### src/rtl/mcr_pkg.sv
package mcr_pkg;

  typedef enum logic [1:0] {
    MC_X4   = 2'b00,
    MC_X2   = 2'b01,
    MC_DIV  = 2'b10,
    MC_SLOW = 2'b11
  } mc_mode_t;

  // Field pair -> active mode; reserved code reports legal = 0
  function automatic logic field_legal(input logic [1:0] div);
    return div != 2'b01;
  endfunction

  function automatic mc_mode_t fields_to_mode(input logic [1:0] div, input logic mul);
    mc_mode_t m;
    case (div)
      2'b00:   m = mul ? MC_X4 : MC_X2;
      2'b11:   m = MC_SLOW;
      default: m = MC_DIV;
    endcase
    return m;
  endfunction

  // Clocks per machine cycle for a mode
  function automatic int unsigned mc_len(input mc_mode_t m, input int unsigned slow_clks);
    int unsigned n;
    case (m)
      MC_X4:   n = 1;
      MC_X2:   n = 2;
      MC_DIV:  n = 4;
      default: n = slow_clks;
    endcase
    return n;
  endfunction

endpackage

### src/rtl/mcr_sched.sv
module mcr_sched
  import mcr_pkg::*;
(
  input  logic       clk,
  input  logic       rst_n,
  input  logic       cfg_we,
  input  logic [1:0] cfg_div,
  input  logic       cfg_mul,
  input  logic       wake_req,
  input  logic       mc_stb,
  output mc_mode_t   cur_mode,
  output logic       pend_v,
  output mc_mode_t   pend_mode,
  output logic       arm_v,
  output mc_mode_t   arm_mode
);

  logic     wr_ok;
  logic     wake_hit;
  logic     in_v;
  mc_mode_t in_mode;

  assign wr_ok    = cfg_we && field_legal(cfg_div);
  assign wake_hit = wake_req && (cur_mode == MC_SLOW);
  assign in_v     = wr_ok || wake_hit;
  assign in_mode  = wake_hit ? MC_DIV : fields_to_mode(cfg_div, cfg_mul);

  always_ff @(posedge clk) begin
    if (!rst_n) begin
      cur_mode  <= MC_DIV;
      pend_v    <= 1'b0;
      pend_mode <= MC_DIV;
      arm_v     <= 1'b0;
      arm_mode  <= MC_DIV;
    end else if (mc_stb) begin
      if (arm_v) cur_mode <= arm_mode;
      arm_v     <= in_v || pend_v;
      arm_mode  <= in_v ? in_mode : pend_mode;
      pend_v    <= 1'b0;
    end else if (in_v) begin
      pend_v    <= 1'b1;
      pend_mode <= in_mode;
    end
  end

  AST_ARM_APPLIES: assert property (@(posedge clk) disable iff (!rst_n)
    mc_stb && arm_v |=> cur_mode == $past(arm_mode));

  AST_HOLD_MIDCYCLE: assert property (@(posedge clk) disable iff (!rst_n)
    !mc_stb |=> $stable(cur_mode));

  AST_RSVD_DROPPED: assert property (@(posedge clk) disable iff (!rst_n)
    cfg_we && cfg_div == 2'b01 && !wake_hit && !mc_stb
      |=> pend_v == $past(pend_v) && pend_mode == $past(pend_mode));

  AST_WAKE_QUEUED: assert property (@(posedge clk) disable iff (!rst_n)
    wake_req && cur_mode == MC_SLOW
      |=> (pend_v && pend_mode == MC_DIV) || (arm_v && arm_mode == MC_DIV));

endmodule

### src/rtl/mcr_pacer.sv
module mcr_pacer
  import mcr_pkg::*;
#(
  parameter int unsigned SLOW_CLKS = 1024,
  localparam int unsigned CNT_W    = $clog2(SLOW_CLKS)
)(
  input  logic             clk,
  input  logic             rst_n,
  input  mc_mode_t         mode,
  output logic             mc_stb,
  output logic [CNT_W-1:0] phase
);

  logic [CNT_W-1:0] last_phase;

  assign last_phase = CNT_W'(mc_len(mode, SLOW_CLKS) - 1);
  assign mc_stb     = (phase == last_phase);

  always_ff @(posedge clk) begin
    if (!rst_n)       phase <= '0;
    else if (mc_stb)  phase <= '0;
    else              phase <= phase + 1'b1;
  end

  AST_STB_SINGLE: assert property (@(posedge clk) disable iff (!rst_n)
    mc_stb && mode != MC_X4 |=> !mc_stb || mode == MC_X4);

  AST_MODE_AT_EDGE: assert property (@(posedge clk) disable iff (!rst_n)
    !$stable(mode) |-> $past(mc_stb));

endmodule

### src/rtl/mcr_top.sv
module mcr_top
  import mcr_pkg::*;
#(
  parameter int unsigned SLOW_CLKS = 1024
)(
  input  logic       clk,
  input  logic       rst_n,
  input  logic       cfg_we,
  input  logic [1:0] cfg_div,
  input  logic       cfg_mul,
  input  logic       wake_req,
  output logic       mc_stb,
  output logic [1:0] mode_code
);

  localparam int unsigned CNT_W = $clog2(SLOW_CLKS);

  mc_mode_t         cur_mode;
  logic             pend_v;
  mc_mode_t         pend_mode;
  logic             arm_v;
  mc_mode_t         arm_mode;
  logic [CNT_W-1:0] phase;

  mcr_sched u_sched (
    .clk       (clk),
    .rst_n     (rst_n),
    .cfg_we    (cfg_we),
    .cfg_div   (cfg_div),
    .cfg_mul   (cfg_mul),
    .wake_req  (wake_req),
    .mc_stb    (mc_stb),
    .cur_mode  (cur_mode),
    .pend_v    (pend_v),
    .pend_mode (pend_mode),
    .arm_v     (arm_v),
    .arm_mode  (arm_mode)
  );

  mcr_pacer #(.SLOW_CLKS(SLOW_CLKS)) u_pacer (
    .clk    (clk),
    .rst_n  (rst_n),
    .mode   (cur_mode),
    .mc_stb (mc_stb),
    .phase  (phase)
  );

  assign mode_code = cur_mode;

  AST_RESET_RATE: assert property (@(posedge clk)
    !rst_n |=> mode_code == 2'b10 && phase == '0);

endmodule

### config.mk
export PLATFORM = sky130hd
export DESIGN_NAME = mcr_top
export DESIGN_NICKNAME = d
export VERILOG_FILES = /design/src/rtl/mcr_pkg.sv /design/src/rtl/mcr_sched.sv /design/src/rtl/mcr_pacer.sv /design/src/rtl/mcr_top.sv
export SDC_FILE = /design/constraint.sdc
export NUM_CORES = 1
export LEC_CHECK = 0
export BUFFER_PORTS_ARGS = -buffer_cell sky130_fd_sc_hd__buf_2
export CORE_MARGIN = 3
export CORE_UTILIZATION = 60
export CTS_BUF_LIST = sky130_fd_sc_hd__clkbuf_8
export DETAILED_ROUTE_END_ITERATION = 12
export PLACE_DENSITY = 0.83
export SETUP_SLACK_MARGIN = 0.4
export SLEW_MARGIN = 20
export SYNTH_ARGS = -nofsm -noshare
export SYNTH_HDL_FRONTEND = slang
export SYNTH_SLANG_ARGS = --single-unit
export TNS_END_PERCENT = 20
### constraint.sdc
create_clock -name clk -period 2.9 [get_ports clk]
set_input_delay 0.58 -clock clk [delete_from_list [all_inputs] [get_ports clk]]
set_output_delay 0.58 -clock clk [all_outputs]
set_load 0.05 [all_outputs]
---- Word-level counts from Yosys, hierarchy flattened ----
Cells that the tools add are included.
word-level totals
  input port bits ......................... 7
  word-level logic and storage cells ...... 28
  output and inout bits ................... 3
  bits in registers ....................... 18
cells by class
  add/subtract/negate cells ............... 2
  bitwise logic cells ..................... 1
  reductions and logical operators ........ 8
  eq/ne operators ......................... 6
  multiplexer cells ....................... 5
operator list
  kind                                                  number
  adder 10 x 1 -> 10 bit (second input constant)        1
  equality test 10 bit                                  1
  subtractor 10 x 1 -> 10 bit (second input constant)   1
  one-hot mux 3 bit (3 select lines)                    1
  equality test 2 bit (second input constant)           3
  logical NOT 2 bit                                     2
  2-to-1 mux 2 bit                                      2
  one-hot mux 2 bit (2 select lines)                    1
  equality test 2 x 1 -> 1 bit (second input constant)  1
  logical AND 1 bit                                     2
  logical OR 1 bit                                      2
  != test 2 x 1 -> 1 bit (second input constant)        1
  AND reduction 2 bit                                   1
  OR reduction 2 bit                                    1
  2-to-1 mux 1 bit                                      1
  NOT 1 bit                                             1

---- Logic depth before layout (Yosys ltp) ----
Gate-level depths: netlist (run 1).
  word-level depth ........................ 5
  mapped depth ............................ 6
  depth with buffers taken out ............ 6

---- Modules after synthesis ----
A second synthesis (run 1) with hierarchy kept.
second synthesis, totals
  cells, all modules ...................... 102
  area total of the unflattened synthesis .. 907.1 µm²
by module, submodules not included
  module     cells an instance  area an instance (µm²)  times used  sequential area each (µm²)
  mcr_pacer  55                 499.2                   1           200.2
  mcr_sched  47                 407.9                   1           160.2

---- Worst setup path after synthesis (run 1) ----
Ideal clock, no wire load.
  kind .................................... register to output
  start ................................... reg u_sched.cur_mode[0]
  end ..................................... out mc_stb
  buffers on the path ..................... 2
  stages on the path, launching flop included .. 6
  setup slack ............................. 0.780 ns
  data arrival time ....................... 1.540 ns
  cell sequence ........................... dfxtp_1 > xor2_1 > o31ai_1 > o21a_1 > buf_6 > buf_12
between the ends
  word-level cells in the longest chain between the ends .. 4
RTL lines
  element                                      RTL line         text
  from (decl)                                  mcr_sched.sv:11  output mc_mode_t cur_mode,
  from (signal assigned)                       mcr_sched.sv:36  if (arm_v) cur_mode <= arm_mode;
  equality test 2 bit (tied with other cells)  mcr_pkg.sv:28    case (m)
  one-hot mux 3 bit (3 select lines) *         mcr_pkg.sv:28
  subtractor 10 x 1 -> 10 bit *                mcr_pacer.sv:16  assign last_phase = CNT_W'(mc_len(mode, SLOW_CLKS) - 1);
  equality test 10 bit *                       mcr_pacer.sv:17  assign mc_stb = (phase == last_phase);
  to (decl)                                    mcr_top.sv:12    output logic mc_stb,
Every way passes the cells marked *; elsewhere a longest branch is shown, timed or not.

---- Worst setup path after layout (run 1) ----
  start ................................... reg u_pacer.phase[2]
  end ..................................... out mc_stb
between the ends
  word-level cells in the longest chain between the ends .. 1
RTL lines
  element                 RTL line         text
  from (decl)             mcr_pacer.sv:11  output logic [CNT_W-1:0] phase
  from (signal assigned)  mcr_pacer.sv:22  else phase <= phase + 1'b1;
  equality test 10 bit    mcr_pacer.sv:17
Every way passes these cells.

==> flow_summary.yaml, run 1 <==
global_route:
  met2_usage_pct: 35.7
  antenna_found_initial: 0
  gr-total-overflow: 0
  grt_pass1_wl_um: 3150
  grt_pass1_vias: 704
  grt_max_degree: 19
  grt_util_met3_pct: 5.86
  grtUsageMet1_pct: 25.4
  grt_most_used_layer: "met2"
  grt_usage_pct: 21.1
floorplanning:
  rows: 13
  core_area_mm2: 0.00142
  num_io_pins: 10
  initial_core_util_pct: 69.1
  fp.dieW_um: 46.4
  fp.dieArea_mm2: 0.00215
  die_h_um: 46.4
finish:
  fillers: 107
  area_delta_synth_final_pct: 7.94
  multi_input_area_um2: 567
  nNetsFinal: 122
  stdcell_count: 123
  antenna_cells: 0
  regArea_um2: 360
  final_cell_area_mm2: 0.00105
  fin_util_pct: 74.5
  drive_above_1_share_pct: 22.2
hold_path:
  hold_class: "reg2reg"
  whs_endpoint: "u_sched.pend_mode[0]$_SDFFE_PN0P_"
  min_from: "u_sched.pend_mode[0]$_SDFFE_PN0P_"
  holdPathStages: 2
logic_synthesis:
  synthAdderAreaFrac_pct: 6.40
  yosys.area.top_type: "dfxtp_1"
  seq_area_frac_synth_pct: 36.9
  synth_top_area_share_pct: 36.9
  synth_edf_count: 0
  ys_async_sr_fraction_pct: 0
  synth_common_cells: "dfxtp_1, nand2_1, mux2i_1"
  synth_top_family_by_area: "simple AND/OR/NAND/NOR gates"
  yosysMostFrequentCell: "dfxtp_1"
  synth_compound_area_share_pct: 6.40
  ys_ff_latch: 18
  synth_flop_cell: "dfxtp_1"
  yosys-mux-area-fraction_pct: 7.17
  synthSimpleGateAreaFrac_pct: 30.9
  synth_cell_type_count: 31
  netlist_instances: 98
  syn_avg_cell_area_um2: 9.97
  yosys_warnings: 0
  yosys.area_share.xor_xnor_pct: 7.17
  synth_area_leaders: "dfxtp_1, nor3b_2, mux2i_1"
  syn_nets: 110
  syn-cell-area_um2: 977
clock_tree:
  clock_latency_ps: 250
  cts_tree: "built"
  post_cts_resized: 0
  clkTransAtPathRegs_ps: 60
  cts_buffer_depth: 2
  clkSinkCount: 18
  cts-buffers-inserted: 3
  htree_levels: 1
  cts_root_buffer: "clkbuf_8"
  holdBufCountCts: 0
  post_cts_buffers: 0
run_status:
  status: "finished clean"
pwr:
  vdd_ir_drop_max_mv: 0.323
  pwr_density_cell_mw_per_mm2: 471
  leakage_nw: 0.403
run:
  maxCapViolCount: 0
detailed_routing:
  viasPerCell: 5.80
  drc: 0
  drt-initial-drc-count: 7
  drt-total-wl_um: 1830
  wl_per_cell_um: 14.8
  antenna_left: 0
  num_vias: 713
  drt-pass1-iter-count: 4
setup_path:
  r2r-end: "u_pacer.phase[1]$_SDFF_PP0_"
  path_max_fanout: 7
  rr_startpoint: "u_pacer.phase[2]$_SDFF_PP0_"
  rr_worst_depth: 5
  worstSetupPathType: "reg2out"
  worstPathArrival_ps: 1610
  worstSetupStartpoint: "u_pacer.phase[2]$_SDFF_PP0_"
  worstSetupEndpointType: "primary output"
  worst_setup_path_start_kind: "flop"
  rrSetupSlack_ps: 1220
  cp.required_ps: 2320
placed_design:
  post_dp_cell_area_mm2: 0.00101
  io_buffer_count: 9
  place_congestion: 0.737
  placedCellCount: 120
  dp.final_hpwl_um: 1370
timing:
  period_needed_ps: 2190
  hold_viol_final: 0
  skew_ps: 1.94
  setup_violations: 0
  rsz0062_at_grt: "false"
  relSlewSlack_pct: 78.4
  clock.fmax_mhz: 456
  tightest_slew_ps: 322
  finalSetupTns_ps: 0
  min_period_over_period_pct: 75.6
  slew_viol_final: 0
sequential cells by signal (all words and copies together) (netlist names):
signal             cells
u_sched.arm_mode       2
u_sched.pend_mode      2
u_sched.pend_v         1
u_pacer.phase         10
u_sched.cur_mode       2
u_sched.arm_v          1
cell families after synthesis:
family                     after synthesis
AOI/OAI and AO/OA                        8
xor gates and xnor gates                 8
buffers and inverters                    7
DFF                                     18
muxes                                    7
adders and majority gates                5
and+or+nand+nor                         45
routing by layer:
layer  vias to the layer above  wire, µm
li1                        360         -
met1                       339       881
met2                         9       862
met3                         5        55
met4                         0        25
met5                         -         0
worst max path at each step:
stage                        end  slack (ps)  cells past startpoint
after floorplan           mc_stb         780                      5
after global placement    mc_stb        1030                      4
after detailed placement  mc_stb         990                      4
after CTS                 mc_stb         710                      4
after global routing      mc_stb         560                      4
final                     mc_stb         710                      4
cells in the final DEF, fill, tap and decap left out, drive strengths merged, types with 3 or more instances in the layout:
cell type  synthesis  final
xor2               3      3
clkbuf             1      3
nor3b              7      7
dfxtp             18     18
ha                 5      5
nand2b             3      3
nor2               3      3
buf                2     10
inv                4      4
mux2i              7      7
nand2              9      9
nor2b              3      3
xnor2              5      5
a211oi             3      3
nand3              6      6
nor3               5      5
power breakdown:
| group | internal (W) | total [W] | switching (W) |
|---|---|---|---|
| registers | 0.000257 | 0.000267 | 0.0000100 |
| clock network | 0.0000923 | 0.000171 | 0.0000789 |
| logic | 0.0000256 | 0.0000585 | 0.0000328 |
| total | 0.000375 | 0.000496 | 0.000122 |
critical path, stage by stage (launching register included):
cell and delay, ps:
dfxtp_1 420, nand3_1 240, nor3_2 260, o21a_1 170, buf_2 270
layout make-up:
class / count / area share, %
Multi-Input combinational cell: 73 / 53.7
Inverter: 4 / 1.42
Clock buffer: 3 / 3.91
Timing Repair Buffer: 10 / 4.98
Sequential cell: 18 / 34.2
Tap cell: 15 / 1.78
metrics by stage:
stage	hold slack [ps]	total power, W	worst slack, ps
5_1_grt	502	0.000520	560
6_report	476	0.000496	708
3_3_place_gp	442	0.000325	1030
3_5_place_dp	464	0.000329	992
2_1_floorplan	434	0.000317	780
4_1_cts	474	0.000501	709
Note: power is estimated with default switching activity, not from simulation.
==> run 2, diff against run 1 <==
--- a/config.mk
+++ b/config.mk
@@ -5,12 +5,13 @@
 export SDC_FILE = /design/constraint.sdc
 export NUM_CORES = 1
 export LEC_CHECK = 0
+export ABC_AREA = 1
 export BUFFER_PORTS_ARGS = -buffer_cell sky130_fd_sc_hd__buf_2
 export CORE_MARGIN = 3
-export CORE_UTILIZATION = 60
+export CORE_UTILIZATION = 53
 export CTS_BUF_LIST = sky130_fd_sc_hd__clkbuf_8
 export DETAILED_ROUTE_END_ITERATION = 12
-export PLACE_DENSITY = 0.83
+export PLACE_DENSITY = 0.78
 export SETUP_SLACK_MARGIN = 0.4
 export SLEW_MARGIN = 20
 export SYNTH_ARGS = -nofsm -noshare
==> constraint.sdc (replaced) <==
create_clock -name clk -period 1.9 [get_ports clk]
set_input_delay 0.38 -clock clk [delete_from_list [all_inputs] [get_ports clk]]
set_output_delay 0.38 -clock clk [all_outputs]
set_load 0.05 [all_outputs]
==> run 2 against run 1 <==
Against the previous run:
- non-clock buffer count up 8
- largest power group unchanged
- highest routed layer unchanged
- power increased by 70%
- combinational power up 120%
- flip-flop and latch count stayed put
- clock skew about the same
- cell area is 14% higher
- synthesized cell count rose by 26%
- critical path type unchanged
- die area increased by 5.3%
==> flow_summary.yaml, run 2 <==
run_status:
  status: "finished clean"
finish:
  regMostFlops: "u_pacer.phase"
  fillers: 109
  final_cell_mix: "nor2_1, nand2_1, buf_4"
  stdcell_count: 160
  nNetsFinal: 157
  area_delta_synth_final_pct: 30.7
  final_common_cell: "nor2_1"
  regArea_um2: 394
  largest_register_ffs: 10
  multi_input_area_um2: 561
  drive_above_1_share_pct: 34.7
  antenna_cells: 0
detailed_routing:
  drt-total-wl_um: 2020
  drt-pass1-iter-count: 5
  wl_per_cell_um: 12.6
  antenna_left: 0
  num_vias: 852
  drt-initial-drc-count: 22
  viasPerCell: 5.33
  drc: 0
timing:
  slew_viol_final: 0
  period_needed_ps: 1650
  tightest_slew_ps: 260
  skew_ps: 2.34
  setup_violations: 0
  rsz0062_at_grt: "true"
  min_period_over_period_pct: 86.9
  finalSetupTns_ps: 0
  hold_viol_final: 0
  relSlewSlack_pct: 82.6
  clock.fmax_mhz: 605
  holdWs_ps: 393
placed_design:
  io_buffer_count: 9
  place_congestion: 0.820
  dp.final_hpwl_um: 1240
  placedCellCount: 147
logic_synthesis:
  synth_common_cells: "nor2_1, nand2_1, dfxtp_1"
  synth_area_leaders: "dfxtp_1, nor2_1, nand2_1"
  syn-cell-area_um2: 916
  syn_avg_cell_area_um2: 7.45
  synth_edf_count: 0
  ys_ff_latch: 18
  synth_top_area_share_pct: 39.3
  yosysMostFrequentCell: "nor2_1"
  syn_nets: 135
  synth_cell_type_count: 25
  ys_async_sr_fraction_pct: 0
  netlist_instances: 123
  synth_flop_cell: "dfxtp_1"
  yosys_warnings: 0
  seq_area_frac_synth_pct: 39.3
  yosys.area.top_type: "dfxtp_1"
setup_path:
  cp.required_ps: 1520
  worstSetupEndpointType: "primary output"
  worstPathArrival_ps: 1270
  worstSetupPathType: "reg2out"
  worst_setup_path_start_kind: "flop"
  path_max_fanout: 3
run:
  maxCapViolCount: 0
pwr:
  leakage_nw: 0.518
  total_power_w: 0.000845
  pwr_density_cell_mw_per_mm2: 706
  vdd_ir_drop_max_mv: 0.624
floorplanning:
  fp.dieArea_mm2: 0.00226
  die_h_um: 47.6
  core_area_mm2: 0.00156
  initial_core_util_pct: 58.7
  num_io_pins: 10
  fp.dieW_um: 47.6
  rows: 14
clock_tree:
  cts_root_buffer: "clkbuf_8"
  clock_latency_ps: 250
  cts_buffer_depth: 2
  holdBufCountCts: 0
  clkTransAtPathRegs_ps: 70
  cts_tree: "built"
  cts-buffers-inserted: 3
  htree_levels: 1
  clkSinkCount: 18
global_route:
  grt_pass1_wl_um: 3150
  antenna_found_initial: 0
  grt_usage_pct: 19.8
  grt_max_degree: 12
  gr-total-overflow: 0
  grt_pass1_vias: 776
hold_path:
  hold_class: "in2reg"
==> run 2: layout make-up <==
cell class	count	area share, %
Clock buffer	4	4.60
Inverter	10	3.76
Multi-Input combinational cell	94	46.8
Sequential cell	18	32.9
Tap cell	16	1.67
Timing Repair Buffer	18	10.2
==> run 2: metal layers <==
layer,vias up,track usage [%],wire length [µm]
li1,431,-,-
met1,385,23.3,855
met2,28,33.4,994
met3,8,4.14,103
met4,0,10.8,63
met5,-,0,0
==> run 2: worst paths after layout <==
kind                                                   from                          endpoint  slack [ps]  cells past startpoint
worst min register to register  u_pacer.phase[0]$_SDFF_PP0_       u_pacer.phase[0]$_SDFF_PP0_         470                      1
worst max-delay path            u_pacer.phase[1]$_SDFF_PP0_                            mc_stb         250                      5
worst max register to register  u_pacer.phase[4]$_SDFF_PP0_       u_pacer.phase[7]$_SDFF_PP0_         400                      8
worst min-delay path                                  rst_n  u_sched.cur_mode[1]$_SDFFE_PN1P_         390                      2
==> run 2: logic make-up after synthesis <==
logic type	synth area share (%)
and+or+nand+nor	33.5
DFF	39.3
AOI/OAI and AO/OA	8.20
buffers and inverters	5.46
xor gates and xnor gates	6.69
adders and majority gates	6.83
==> run 2: power by group <==
group          switching (W)  internal [W]
clock               0.000126      0.000184
sequential         0.0000180      0.000390
combinational      0.0000730     0.0000538
==> run 2: worst max-delay path, stage by stage, from the launching register on <==
cell      delay (ps)
dfxtp_1          390
xor2_1           270
nor2_4            80
nand3_4           80
clkinv_4          60
buf_8            140
==> run 2: repair_timing <==
action | CTS | global route
setup buffers | 6 | 3
setup endpoints to repair | 1 | 1
gates resized for setup | 29 | 7
pin swaps | 7 | 6
hold endpoints to repair | 0 | 0
==> run 2: metrics by stage <==
| step | utilization (%) | setup slack (ps) | area (µm²) |
|---|---|---|---|
| final | 76.8 | 248 | 1200 |
| after CTS | 74.2 | 245 | 1160 |
| after global routing | 76.8 | 177 | 1200 |
| after detailed placement | 62.8 | 200 | 978 |
| after global placement | 62.8 | 258 | 978 |
| after floorplan | - | 400 | 925 |
==> run 3, diff against run 2 <==
--- a/config.mk
+++ b/config.mk
@@ -8,13 +8,16 @@
 export ABC_AREA = 1
 export BUFFER_PORTS_ARGS = -buffer_cell sky130_fd_sc_hd__buf_2
 export CORE_MARGIN = 3
-export CORE_UTILIZATION = 53
+export CORE_UTILIZATION = 54
 export CTS_BUF_LIST = sky130_fd_sc_hd__clkbuf_8
 export DETAILED_ROUTE_END_ITERATION = 12
-export PLACE_DENSITY = 0.78
+export MAX_ROUTING_LAYER = met4
+export PLACE_DENSITY = 0.79
 export SETUP_SLACK_MARGIN = 0.4
+export SKIP_LAST_GASP = 1
 export SLEW_MARGIN = 20
 export SYNTH_ARGS = -nofsm -noshare
 export SYNTH_HDL_FRONTEND = slang
+export SYNTH_HIERARCHICAL = 1
 export SYNTH_SLANG_ARGS = --single-unit
 export TNS_END_PERCENT = 20
==> run 3 against run 2 <==
Against the previous run:
- critical path depth increased by 2
- synthesized cell count up 11%
- highest routed layer unchanged
- clock skew up 2.3 ps
- largest power group unchanged
- power fell by 4.5%
- via count decreased by 3.4%
==> flow_summary.yaml, run 3 <==
timing:
  slew_viol_final: 0
  relSlewSlack_pct: 83.6
  hold_viol_final: 0
  tightest_slew_ps: 248
  rsz0062_at_grt: "true"
  period_needed_ps: 1680
  clock.fmax_mhz: 597
  finalSetupTns_ps: 0
  setup_violations: 0
  skew_ps: 4.65
  min_period_over_period_pct: 88.2
setup_path:
  worstPathArrival_ps: 1300
  path_max_fanout: 4
  rr_startpoint: "u_pacer/phase[5]$_SDFF_PP0_"
  worstSetupPathType: "reg2out"
  worstSetupEndpointType: "primary output"
  cp.required_ps: 1520
  r2r-end: "u_sched/pend_mode[1]$_SDFFE_PN1N_"
  cpMostUsedCell: "nand2_1"
  worstPathCellList: "nand2_2, nor2_1, nand2_1, nand2_1, nand3_2, clkinvlp_4, buf_8"
  crit_path_max_incr_delay_ps: 370
  rr_worst_depth: 11
  crit_slowest_cell: "dfxtp_2"
  worst_setup_path_start_kind: "flop"
  rrSetupSlack_ps: 460
placed_design:
  placedCellCount: 170
  dp.final_hpwl_um: 1270
  io_buffer_count: 9
  place_congestion: 0.794
  post_dp_cell_area_mm2: 0.00106
pwr:
  switching_share_pct: 23.7
  vdd_ir_drop_max_mv: 0.630
  combPwrFrac_pct: 12.5
  internal_power_w: 0.000616
  p_sw_w: 0.000191
  clockPowerShare_pct: 37.4
  pwr_density_cell_mw_per_mm2: 691
  p_seq_share_pct: 50.0
  leakage_nw: 0.559
global_route:
  grt_usage_pct: 16.4
  antenna_found_initial: 0
  grt_pass1_vias: 761
  grt_max_degree: 11
  gr-total-overflow: 0
  grt_pass1_wl_um: 3080
detailed_routing:
  viasPerCell: 4.62
  drc: 0
  wl_met1_um: 837
  wl_met2_um: 841
  drt-pass1-iter-count: 4
  wl_per_cell_um: 9.76
  maxUsedRoutingLayer: "met4"
  drt-total-wl_um: 1740
  antenna_left: 0
  met3_length_um: 47
  num_vias: 823
  drt-initial-drc-count: 17
clock_tree:
  cts_root_buffer: "clkbuf_8"
  cts_buffer_depth: 2
  cts-buffers-inserted: 3
  clkTransAtPathRegs_ps: 70
  cts_tree: "built"
  clock_latency_ps: 250
  htree_levels: 1
  clkSinkCount: 18
finish:
  final_cell_mix: "nand2_1, nor2_1, inv_1"
  final_cell_area_mm2: 0.00117
  multi_input_area_um2: 536
  regMostFlops: "u_pacer/phase"
  antenna_cells: 0
  stdcell_count: 178
  area_delta_synth_final_pct: 20.2
  regArea_um2: 380
  nNetsFinal: 167
  final_common_cell: "nand2_1"
  drive_above_1_share_pct: 27.3
  fillers: 128
  largest_register_ffs: 10
logic_synthesis:
  synth_common_cells: "nand2_1, nor2_1, inv_1"
  yosysMostFrequentCell: "nand2_1"
  synth_flop_cell: "dfxtp_1"
  syn-cell-area_um2: 972
  synth_cell_type_count: 20
  yosys.area.top_type: "dfxtp_1"
  synth_edf_count: 0
  seq_area_frac_synth_pct: 37.1
  synth_area_leaders: "dfxtp_1, nand2_1, nor2_1"
  yosys_warnings: 6
  syn_nets: 149
  ys_ff_latch: 18
  netlist_instances: 137
  syn_avg_cell_area_um2: 7.10
  synth_top_area_share_pct: 37.1
  ys_async_sr_fraction_pct: 0
hold_path:
  holdPathStages: 2
  min_from: "rst_n"
  hold_class: "in2reg"
  whs_endpoint: "u_sched/cur_mode[1]$_SDFFE_PN1P_"
floorplanning:
  fp.dieArea_mm2: 0.00235
  core_area_mm2: 0.00159
  num_io_pins: 10
  fp.dieW_um: 48.4
  die_h_um: 48.4
  initial_core_util_pct: 61.0
  rows: 14
run_status:
  status: "finished clean"
run:
  maxCapViolCount: 0
run 3: cell types whose count changed after synthesis, sizes merged, moves of 2 or more:
cell,before,now
inv,9,21
nand2,27,38
a21oi,3,0
o21ai,6,3
nand3,7,9
run 3: worst max-delay path, delay by kind of cell, from the launching register on:
| family | cells | cell delay (ps) |
|---|---|---|
| simple gates | 5 | 420 |
| flops | 1 | 370 |
| buf+inv | 2 | 240 |
run 3: worst max path at each step:
stage,start,to,slack [ps],cells after the start
after global placement,u_pacer/phase[4]$_SDFF_PP0_,mc_stb,270,7
after global routing,u_sched/cur_mode[0]$_SDFFE_PN0P_,mc_stb,130,6
final,u_pacer/phase[4]$_SDFF_PP0_,mc_stb,220,7
after detailed placement,u_pacer/phase[0]$_SDFF_PP0_,mc_stb,240,6
after floorplan,u_sched/cur_mode[1]$_SDFFE_PN1P_,u_sched/arm_mode[0]$_SDFFE_PN0P_,350,8
after CTS,u_sched/cur_mode[0]$_SDFFE_PN0P_,mc_stb,220,6
run 3: timing repair:
action                     4_1_cts  5_1_grt
cloned                           0        0
buffers inserted                 4        0
hold buffers                     0        0
pin swaps                        3        1
setup endpoints to repair        1        8
resized for setup               12        1
run 3: per-stage QoR:
step	power [W]	worst slack, ps	utilization, %	hold slack (ps)
after floorplan	0.000481	346	-	421
after global placement	0.000501	269	66.4	437
after detailed placement	0.000506	241	66.4	446
after CTS	0.000817	218	73.2	385
after global routing	0.000849	129	73.3	395
final	0.000807	224	73.3	385
run 3: power groups by stage:
stage          clock network [W]  registers (W)  logic [W]
2_1_floorplan                  0       0.000411  0.0000699
3_3_place_gp                   0       0.000413  0.0000884
3_5_place_dp                   0       0.000414  0.0000926
4_1_cts                 0.000310       0.000406   0.000102
5_1_grt                 0.000329       0.000406   0.000114
6_report                0.000302       0.000404   0.000101
run 3: layer usage:
| layer | global-route usage, % | vias to the layer above |
|---|---|---|
| li1 | - | 447 |
| met4 | 4.27 | 0 |
| met2 | 29.1 | 12 |
| met5 | - | - |
| met1 | 19.7 | 362 |
| met3 | 2.15 | 2 |
run 3: logic make-up (layout without fill, tap and decap cells):
| logic type | after synthesis | in the layout | synth area share, % |
|---|---|---|---|
| compound gates | 4 | 4 | 2.32 |
| xor+xnor | 7 | 7 | 6.31 |
| fa+ha+maj | 5 | 5 | 6.44 |
| buf+inv | 21 | 38 | 8.11 |
| flops | 18 | 18 | 37.1 |
| simple gates | 82 | 82 | 39.8 |
run 3: cell type report:
| type | instances | area share [%] |
|---|---|---|
| Multi-Input combinational cell | 98 | 45.8 |
| Sequential cell | 18 | 32.5 |
| Tap cell | 24 | 2.57 |
| Timing Repair Buffer | 13 | 7.28 |
| Inverter | 21 | 7.07 |
| Clock buffer | 4 | 4.71 |
